`src/rtl/stc_pkg.sv`:
```
`timescale 1ns/1ps
package stc_pkg;

  localparam int NUM_CAP = 2;
  localparam int ADDR_W  = 3;

  localparam logic [ADDR_W-1:0] A_TMR  = 3'd0;
  localparam logic [ADDR_W-1:0] A_CAP0 = 3'd1;
  localparam logic [ADDR_W-1:0] A_CTRL = 3'd3;
  localparam logic [ADDR_W-1:0] A_ICW0 = 3'd4;

  typedef enum logic [1:0] {
    EDGE_OFF  = 2'b00,
    EDGE_RISE = 2'b01,
    EDGE_FALL = 2'b10,
    EDGE_ANY  = 2'b11
  } edge_sel_e;

  typedef struct packed {
    logic       req;
    logic       ena;
    logic [3:0] ilvl;
    logic [1:0] glvl;
  } icw_t;

  // Decide whether an accepted pin transition counts for a channel.
  function automatic logic edge_hit(input edge_sel_e s, input logic r, input logic f);
    case (s)
      EDGE_RISE: return r;
      EDGE_FALL: return f;
      EDGE_ANY:  return r | f;
      default:   return 1'b0;
    endcase
  endfunction

endpackage

```
`src/rtl/stc_pin_filter.sv`:
```
`timescale 1ns/1ps
module stc_pin_filter #(
  parameter int FILT_LEN = 8
) (
  input  logic clk,
  input  logic rst_n,
  input  logic pin,
  output logic rise,
  output logic fall
);
  localparam int CW = $clog2(FILT_LEN + 1);

  logic [1:0]    sync_q;
  logic          lvl_q;
  logic [CW-1:0] run_len_q;
  logic          differ;
  logic          accept;

  assign differ = sync_q[1] ^ lvl_q;
  assign accept = differ && (run_len_q == CW'(FILT_LEN - 1));
  assign rise   = accept &  sync_q[1];
  assign fall   = accept & ~sync_q[1];

  always_ff @(posedge clk or negedge rst_n) begin
    if (!rst_n) begin
      sync_q    <= '0;
      lvl_q     <= 1'b0;
      run_len_q <= '0;
    end else begin
      sync_q <= {sync_q[0], pin};
      if (!differ) begin
        run_len_q <= '0;
      end else if (accept) begin
        run_len_q <= '0;
        lvl_q     <= sync_q[1];
      end else begin
        run_len_q <= run_len_q + CW'(1);
      end
    end
  end
endmodule

```
`src/rtl/stc_core_timer.sv`:
```
`timescale 1ns/1ps
module stc_core_timer #(
  parameter int TW = 16
) (
  input  logic          clk,
  input  logic          rst_n,
  input  logic          run,
  input  logic          down,
  input  logic          tick,
  input  logic          load,
  input  logic [TW-1:0] load_val,
  output logic [TW-1:0] count,
  output logic          wrap
);
  localparam logic [TW-1:0] ALL_ONES = '1;

  function automatic logic [TW-1:0] step(input logic [TW-1:0] v, input logic dn);
    return dn ? v - TW'(1) : v + TW'(1);
  endfunction

  function automatic logic at_edge(input logic [TW-1:0] v, input logic dn);
    return dn ? (v == '0) : (v == ALL_ONES);
  endfunction

  logic advance;
  assign advance = run && tick && !load;
  assign wrap    = advance && at_edge(count, down);

  always_ff @(posedge clk or negedge rst_n) begin
    if (!rst_n)       count <= '0;
    else if (load)    count <= load_val;
    else if (advance) count <= step(count, down);
  end
endmodule

```
`src/rtl/stc_irq_ctrl.sv`:
```
`timescale 1ns/1ps
module stc_irq_ctrl
  import stc_pkg::*;
(
  input  logic                 clk,
  input  logic                 rst_n,
  input  logic                 wr,
  input  logic [$bits(icw_t)-1:0] wdata,
  input  logic                 hw_set,
  output icw_t                 icw,
  output logic                 irq
);
  icw_t icw_d;

  always_comb begin
    icw_d     = wr ? icw_t'(wdata) : icw;
    icw_d.req = icw_d.req | hw_set;
  end

  always_ff @(posedge clk or negedge rst_n) begin
    if (!rst_n) icw <= '0;
    else        icw <= icw_d;
  end

  assign irq = icw.req & icw.ena;
endmodule

```
`src/rtl/shared_timer_capture.sv`:
```
`timescale 1ns/1ps
module shared_timer_capture
  import stc_pkg::*;
#(
  parameter int TW       = 16,
  parameter int FILT_LEN = 8
) (
  input  logic                clk,
  input  logic                rst_n,
  input  logic                cnt_tick,
  input  logic [NUM_CAP-1:0]  cap_pin,
  input  logic                wr_en,
  input  logic [ADDR_W-1:0]   wr_addr,
  input  logic [TW-1:0]       wr_data,
  input  logic [ADDR_W-1:0]   rd_addr,
  output logic [TW-1:0]       rd_data,
  output logic [NUM_CAP:0]    irq
);
  localparam int NSRC  = NUM_CAP + 1;
  localparam int ICW_W = $bits(icw_t);

  // control register
  logic            run_q;
  logic            dir_q;
  edge_sel_e       esel_q [NUM_CAP];
  logic            ctrl_wr;
  logic [TW-1:0]   ctrl_rd;

  // timer and capture
  logic [TW-1:0]      tmr_q;
  logic               tmr_wr;
  logic               tmr_wrap;
  logic [TW-1:0]      cap_q [NUM_CAP];
  logic [NUM_CAP-1:0] cap_evt;
  logic [NUM_CAP-1:0] cap_wr;
  logic [NUM_CAP-1:0] esel_on;
  logic [NUM_CAP-1:0] pin_rise;
  logic [NUM_CAP-1:0] pin_fall;

  // interrupt sources
  icw_t            icw [NSRC];
  logic [NSRC-1:0] icr_wr;
  logic [NSRC-1:0] hw_set;
  logic [NSRC-1:0] flag_q;

  assign ctrl_wr = wr_en && (wr_addr == A_CTRL);
  assign tmr_wr  = wr_en && (wr_addr == A_TMR);
  assign hw_set  = {cap_evt, tmr_wrap};

  always_ff @(posedge clk or negedge rst_n) begin
    if (!rst_n) begin
      run_q <= 1'b0;
      dir_q <= 1'b0;
      for (int c = 0; c < NUM_CAP; c++) esel_q[c] <= EDGE_OFF;
    end else if (ctrl_wr) begin
      run_q <= wr_data[0];
      dir_q <= wr_data[1];
      for (int c = 0; c < NUM_CAP; c++) esel_q[c] <= edge_sel_e'(wr_data[2+2*c +: 2]);
    end
  end

  always_comb begin
    ctrl_rd    = '0;
    ctrl_rd[0] = run_q;
    ctrl_rd[1] = dir_q;
    for (int c = 0; c < NUM_CAP; c++) ctrl_rd[2+2*c +: 2] = esel_q[c];
  end

  stc_core_timer #(.TW(TW)) u_tmr (
    .clk      (clk),
    .rst_n    (rst_n),
    .run      (run_q),
    .down     (dir_q),
    .tick     (cnt_tick),
    .load     (tmr_wr),
    .load_val (wr_data),
    .count    (tmr_q),
    .wrap     (tmr_wrap)
  );

  for (genvar c = 0; c < NUM_CAP; c++) begin : g_ch
    stc_pin_filter #(.FILT_LEN(FILT_LEN)) u_flt (
      .clk   (clk),
      .rst_n (rst_n),
      .pin   (cap_pin[c]),
      .rise  (pin_rise[c]),
      .fall  (pin_fall[c])
    );
    assign esel_on[c] = (esel_q[c] != EDGE_OFF);
    assign cap_evt[c] = edge_hit(esel_q[c], pin_rise[c], pin_fall[c]);
    assign cap_wr[c]  = wr_en && (wr_addr == A_CAP0 + ADDR_W'(c)) && !esel_on[c];
  end

  always_ff @(posedge clk or negedge rst_n) begin
    if (!rst_n) begin
      for (int c = 0; c < NUM_CAP; c++) cap_q[c] <= '0;
    end else begin
      for (int c = 0; c < NUM_CAP; c++) begin
        if (cap_evt[c])     cap_q[c] <= tmr_q;
        else if (cap_wr[c]) cap_q[c] <= wr_data;
      end
    end
  end

  for (genvar i = 0; i < NSRC; i++) begin : g_src
    assign icr_wr[i] = wr_en && (wr_addr == A_ICW0 + ADDR_W'(i));
    stc_irq_ctrl u_icr (
      .clk    (clk),
      .rst_n  (rst_n),
      .wr     (icr_wr[i]),
      .wdata  (wr_data[ICW_W-1:0]),
      .hw_set (hw_set[i]),
      .icw    (icw[i]),
      .irq    (irq[i])
    );
    assign flag_q[i] = icw[i].req;
  end

  always_comb begin
    rd_data = '0;
    if (rd_addr == A_TMR)  rd_data = tmr_q;
    if (rd_addr == A_CTRL) rd_data = ctrl_rd;
    for (int c = 0; c < NUM_CAP; c++)
      if (rd_addr == A_CAP0 + ADDR_W'(c)) rd_data = cap_q[c];
    for (int i = 0; i < NSRC; i++)
      if (rd_addr == A_ICW0 + ADDR_W'(i)) rd_data = TW'(icw[i]);
  end
endmodule

```
`config.mk`:
```
export PLATFORM = sky130hd
export DESIGN_NAME = shared_timer_capture
export DESIGN_NICKNAME = d
export VERILOG_FILES = /design/src/rtl/stc_pkg.sv /design/src/rtl/stc_pin_filter.sv /design/src/rtl/stc_core_timer.sv /design/src/rtl/stc_irq_ctrl.sv /design/src/rtl/shared_timer_capture.sv
export SDC_FILE = /design/constraint.sdc
export NUM_CORES = 1
export LEC_CHECK = 0
export ABC_AREA = 1
export CAP_MARGIN = 10
export CORE_MARGIN = 1.5
export CORE_UTILIZATION = 55
export CTS_CLUSTER_DIAMETER = 200
export DETAILED_ROUTE_END_ITERATION = 8
export HOLD_SLACK_MARGIN = 0.03
export PLACE_DENSITY = 0.84
export SLEW_MARGIN = 10
export SYNTH_ARGS = -nofsm -noshare
export SYNTH_HDL_FRONTEND = slang
export SYNTH_HIERARCHICAL = 1
export SYNTH_SLANG_ARGS = --single-unit
```
`constraint.sdc`:
```
create_clock -name clk -period 2.6 [get_ports clk]
set_input_delay 0.39 -clock clk [delete_from_list [all_inputs] [get_ports clk]]
set_output_delay 0.39 -clock clk [all_outputs]
set_load 0.05 [all_outputs]
```
# [After elaboration in Yosys (flattened, before gate mapping)]
# Cells that the tools add are included.
[word_totals] ff_bits=92 inputBits=28
[classes] addsub=4 eq_ne=21 mux=24 bitwise_logic=16 n_reduce_logical=27
[ops] cell="$mux W16" n=14
[ops] cell="$mux W8" n=3
[ops] cell="$eq A3 B3 Y1 const B" n=6
[ops] cell="$add A16 B1 Y16 const B" n=1
[ops] cell="$eq A16 B16 Y1 const B" n=1
[ops] cell="$logic_not A16 Y1" n=1
[ops] cell="$mux W4" n=4
[ops] cell="$sub A16 B1 Y16 const B" n=1
[ops] cell="$logic_and A1 B1 Y1" n=14
[ops] cell="$eq A3 B2 Y1 const B" n=4
[ops] cell="$reduce_bool A2 Y1" n=5
[ops] cell="$add A4 B1 Y4 const B" n=2
[ops] cell="$eq A2 B2 Y1 const B" n=4
[ops] cell="$eq A4 B3 Y1 const B" n=2
[ops] cell="$and A1 B1 Y1" n=7
[ops] cell="$eq A3 B1 Y1 const B" n=2
[ops] cell="$logic_not A3 Y1" n=2
[ops] cell="$pmux W1 S3" n=2
[ops] cell="$or A1 B1 Y1" n=5
[ops] cell="$eq A2 B1 Y1 const B" n=2
[ops] cell="$reduce_and A2 Y1" n=2
[ops] cell="$logic_not A1 Y1" n=3
[ops] cell="$not A1 Y1" n=2
[ops] cell="$xor A1 B1 Y1" n=2
[ops] cell="$mux W1" n=1

# [Depth between registers and ports, before layout]
# Gate-level depths: netlist of the first run.
[depth] depth_word=8 ltp_mapped=10 depth_no_buf=10

# [Cells and area by module]
# Netlist of the first run, hierarchy kept.
[by_module_without_submodules] mod="shared_timer_capture" n_inst=1 cells_per_inst=371 area_each_um2=2600.0
[by_module_without_submodules] mod="stc_core_timer" n_inst=1 cells_per_inst=295 area_each_um2=1754.2
[by_module_without_submodules] mod="stc_irq_ctrl" n_inst=3 cells_per_inst=37 area_each_um2=317.8
[by_module_without_submodules] mod="stc_pin_filter" n_inst=2 cells_per_inst=31 area_each_um2=290.3

# [Worst setup path after synthesis of the first run]
# OpenSTA, ideal clock, no wires.
[synth_path] kind="input-to-output" startpoint="input port rd_addr[0]" endpoint="output port rd_data[10]" arrival_ns=1.685 required_ns=2.210 path_slack_ns=0.525 cell_stages=5 path_buffers=2 path_cell_list="buf_6 inv_2 nand3_4 buf_6 o221ai_1"
[synth_via] elab_chain_cells=8 word_cells_on_any_way=14 classes_between="eq/ne (6); mux (7); reduce/logical (1)"
[synth_rtl] element="start, declared" line_no="shared_timer_capture.sv:15" rtl="input logic [ADDR_W-1:0] rd_addr,"
[synth_rtl] element="$logic_not A3 Y1" line_no="shared_timer_capture.sv:121" rtl="if (rd_addr == A_TMR) rd_data = tmr_q;"
[synth_rtl] element="$mux W16" line_no="shared_timer_capture.sv:121"
[synth_rtl] element="$mux W16" line_no="shared_timer_capture.sv:122" rtl="if (rd_addr == A_CTRL) rd_data = ctrl_rd;"
[synth_rtl] element="$mux W16 (2 in series)" line_no="shared_timer_capture.sv:124" rtl="if (rd_addr == A_CAP0 + ADDR_W'(c)) rd_data = cap_q[c];"
[synth_rtl] element="$mux W16 (2 in series)" line_no="shared_timer_capture.sv:126" rtl="if (rd_addr == A_ICW0 + ADDR_W'(i)) rd_data = TW'(icw[i]);"
[synth_rtl] element="$mux W16 *" line_no="shared_timer_capture.sv:126"
[synth_rtl] element="end, declared" line_no="shared_timer_capture.sv:16" rtl="output logic [TW-1:0] rd_data,"
# Mark *: on every way between the ends. The rest lies on a longest branch, timed or not.

# [Worst setup path in the final report of the first run]
[layout_path] startpoint="input port rd_addr[0]" endpoint="output port rd_data[4]"
# The elaborated chain is that of the path after synthesis.

==> results of run 1 <==
## power by group
group          internal (µW)  switching (µW)  total [µW]
Clock                    464             493         957
Combinational            924            1440        2360
Sequential              1800             414        2210
## cell type report
class | instances | area, µm² | share of cell area, %
clock buffers | 11 | 141.4 | 2.070
clock inverters | 4 | 50.05 | 0.7326
inverters | 132 | 505.5 | 7.399
multi-input cells | 588 | 2882 | 42.18
flip-flops and latches | 92 | 2302 | 33.70
well taps | 136 | 170.2 | 2.491
repair buffers | 64 | 780.7 | 11.43
## cells by family after synthesis
family / count (synthesis) / synth area share (%)
AND/OR/NAND/NOR: 456 / 34.25
buffers and inverters: 159 / 12.05
AO/OA/AOI/OAI: 110 / 10.11
flip-flops: 92 / 39.10
adder cells (fa/ha/maj): 17 / 3.740
XOR/XNOR: 5 / 0.7437
## repair_timing
item	CTS	global route
resized for setup	0	0
hold buffers	1	0
endpoints found under the hold margin	31	0
setup buffers	0	0
## per-layer routing
metal,up-vias,GRT usage (%)
met4,0,10.95
met1,2488,38.96
li1,2764,-
met5,-,0
met2,221,44.98
met3,36,5.825
## synth_stat cells, types with 8 or more instances
cell / n / area, µm²
nand4_1: 29 / 181.4
nand3_1: 48 / 240.2
nor2_1: 46 / 172.7
o21ai_1: 25 / 125.1
o221ai_1: 8 / 70.07
buf_4: 8 / 60.06
buf_6: 8 / 90.09
dfrtp_1: 92 / 2302
inv_1: 118 / 442.9
buf_2: 10 / 50.05
inv_2: 12 / 45.04
o21ai_0: 61 / 305.3
a21oi_1: 10 / 50.05
nor3_1: 9 / 45.04
ha_1: 16 / 200.2
nand2_1: 298 / 1119
## per-stage QoR
| step | hold WS (ps) | setup slack [ps] | total power [µW] | cells |
|---|---|---|---|---|
| 2_1_floorplan | 94.41 | 525.0 | 3725 | 839 |
| 3_3_place_gp | 336.6 | 254.3 | 4475 | 1011 |
| 3_5_place_dp | 338.6 | 230.0 | 4536 | 1011 |
| 4_1_cts | 357.5 | 231.1 | 5504 | 1027 |
| 5_1_grt | 378.2 | 154.2 | 5967 | 1027 |
| 6_report | 352.9 | 237.4 | 5528 | 1027 |
## path summary, 6_finish.rpt
path,start,endpoint,slack (ps),depth (start not counted)
max,rd_addr[0],rd_data[4],240,8
min,g_ch[0].u_flt/sync_q[0],g_ch[0].u_flt/sync_q[1],350,0
max reg2reg,dir_q,u_tmr/count[14],330,8
min reg2reg,g_ch[0].u_flt/sync_q[0],g_ch[0].u_flt/sync_q[1],350,0
max in group asynchronous,rst_n,u_tmr/count[12],1490,3
min in group asynchronous,rst_n,g_src[1].u_icr/icw[4],520,2
## sequential cells by signal, indices dropped and copies added, names as in the netlist
signal                flops
cap_q                    32
ctrl_rd                   4
dir_q                     1
g_ch.u_flt/lvl_q          2
g_ch.u_flt/run_len_q      8
g_ch.u_flt/sync_q         4
g_src.u_icr/icw          24
run_q                     1
u_tmr/count              16
## worst max-delay path, delay by kind of cell
family	cells	cell delay, ps
and+or+nand+nor	4	610
buffers and inverters	4	970
==> metrics.md, run 1 <==
| Metric | Value |
|---|---|
| Latest clock arrival within the worst-skew pair | 370 ps |
| Clock transition at the register clock pins on the worst setup and hold paths after CTS | about 80 ps |
| Most common flop cell mapped by yosys | dfrtp_1 |
| Number of setup violations in the final report | 0 |
| Remaining global-route overflow | 0 |
| Slew @ Worst Pin | roughly 900 ps |
| Root cell of the clock tree | clkbuf_8 |
| Placement Rows | 37 |
| Critical Path RT | approximately 2200 ps |
| Leading cell type in the layout, fill and taps excluded | nand2_1 |
| Met3 wirelength from detailed routing | roughly 1200 µm |
| Die extent in x | 106.5 µm |
| Top layer in use | met4 |
| Die height | ~110 µm |
| Most frequent cells in the layout | 298 x nand2_1, 118 x inv_1, 92 x dfrtp_1 |
| Mapped Nets | 884 |
| Placed inst area | 6630 µm² |
| First-pass detailed-route iteration total | 5 |
| Largest net degree at the start of global routing | 35 |
| Synthesized area divided by synthesized cell count | 7.018 µm² |
| CTS sink cnt | 92 |
| Clock Skews | 12.22 ps |
| Power per cell area | ~810 nW/µm² |
| Cell chain of the critical path | clkdlybuf4s50_1 > buf_12 > inv_2 > nand3_4 > nor2_1 > nor2_1 > nand4_1 > buf_12 |
| Maximum fanout along the worst path | 17 |
| CTS buffer count | 9 |
| Mapped Area | 5888 µm² |
| Fin area | 6832 µm² |
| Number of levels in the clock H-tree | 3 |
| Maximum number of buffers from clock root to sink | 2 |
| Wire length of the first global-routing pass | 25,410 µm |
| Category of the worst setup path launch point | primary input |
| Number of input and output port buffers inserted | 46 |
| Arrival time of data at the critical path endpoint | 1970 ps |
| Count of boundary I/O pins | 47 |
| Flip-flop and latch count after synthesis | 92 |
| Final TNS setup | 0 ps |
| Detailed placement HPWL | 11,120 µm |
| Die Footprint | around 11,000 µm² |
| DRC violation count after routing | 0 |
| Setup repair after global routing missed its margin | no |
| DR vias/cell | 5.364 |
| TritonCTS clock tree | built |
| Slew headroom | 41.07% |
| EDFF count, synth | 0 |
| Share of the core filled with cells in the final layout | between 60% and 70% |
| Antenna violations before repair | 0 |
| DRC violation total after the first TritonRoute iteration | between 500 and 600 |
| Metal1 wirelength | 6663 µm |
| Via count of the first global-routing pass | roughly 5,200 |
| Cell at the slowest stage of the critical path | clkdlybuf4s50_1 |
| Routability congestion estimate from global placement | 0.9241 |
| Final-report hold violation count | 0 |
| Post-synthesis sequential area ratio | between 30 and 40% |
| Minimum clock period after layout | 2363 ps |
| Initial core utilization | 56.78% |
| Aggregate routed wire length | 15,210 µm |
| Worst voltage drop across the vdd grid | a little over 0.0004 V |
| DRT antenna net count | 0 |
| Async set or reset register ratio after synthesis | 100.0% |
| Path class of the lowest-slack min-delay path | reg -> reg |
| FILL cells | 886 |
| Post-route fraction of the period consumed by the critical path | 90.87% |
| Total inserted antenna cells | 0 |
| Syn Inst Count | 839 |
| Total of max-cap violations | 0 |
| Maximum achievable frequency | 423.3 MHz |
| Endpoint class of the critical path | output pin |
| Count of cell types in the netlist | 37 |
| Static leakage | 0.003396 µW |
| Gr usage total | 28.61% |
| Yosys warnings | 6 |
| Area growth from synthesis to layout | 16.02% |
| Wire per inst | 14.81 µm |
| Result of the run | complete, no violations |
| Category of the most critical setup path | in -> out |
| CP peak stage delay | roughly 530 ps |
| Fraction of final layout cells with drive strength greater than 1 | 9.428% |
| Total core area | 10,370 µm² |
| Max Transition Viols Final | 0 |
| # nets final | 932 |
| Routed length on met2 | ~7000 µm |
| Total via count in the routed design | around 5,500 |
(Power assumes the default switching activity.)
==> run 2, diff against run 1 <==
--- a/config.mk
+++ b/config.mk
@@ -18,3 +18,4 @@
 export SYNTH_HDL_FRONTEND = slang
 export SYNTH_HIERARCHICAL = 1
 export SYNTH_SLANG_ARGS = --single-unit
+export TNS_END_PERCENT = 1
==> results of run 2 <==
Final layout, timing and power as in run 1 (identical DEF).
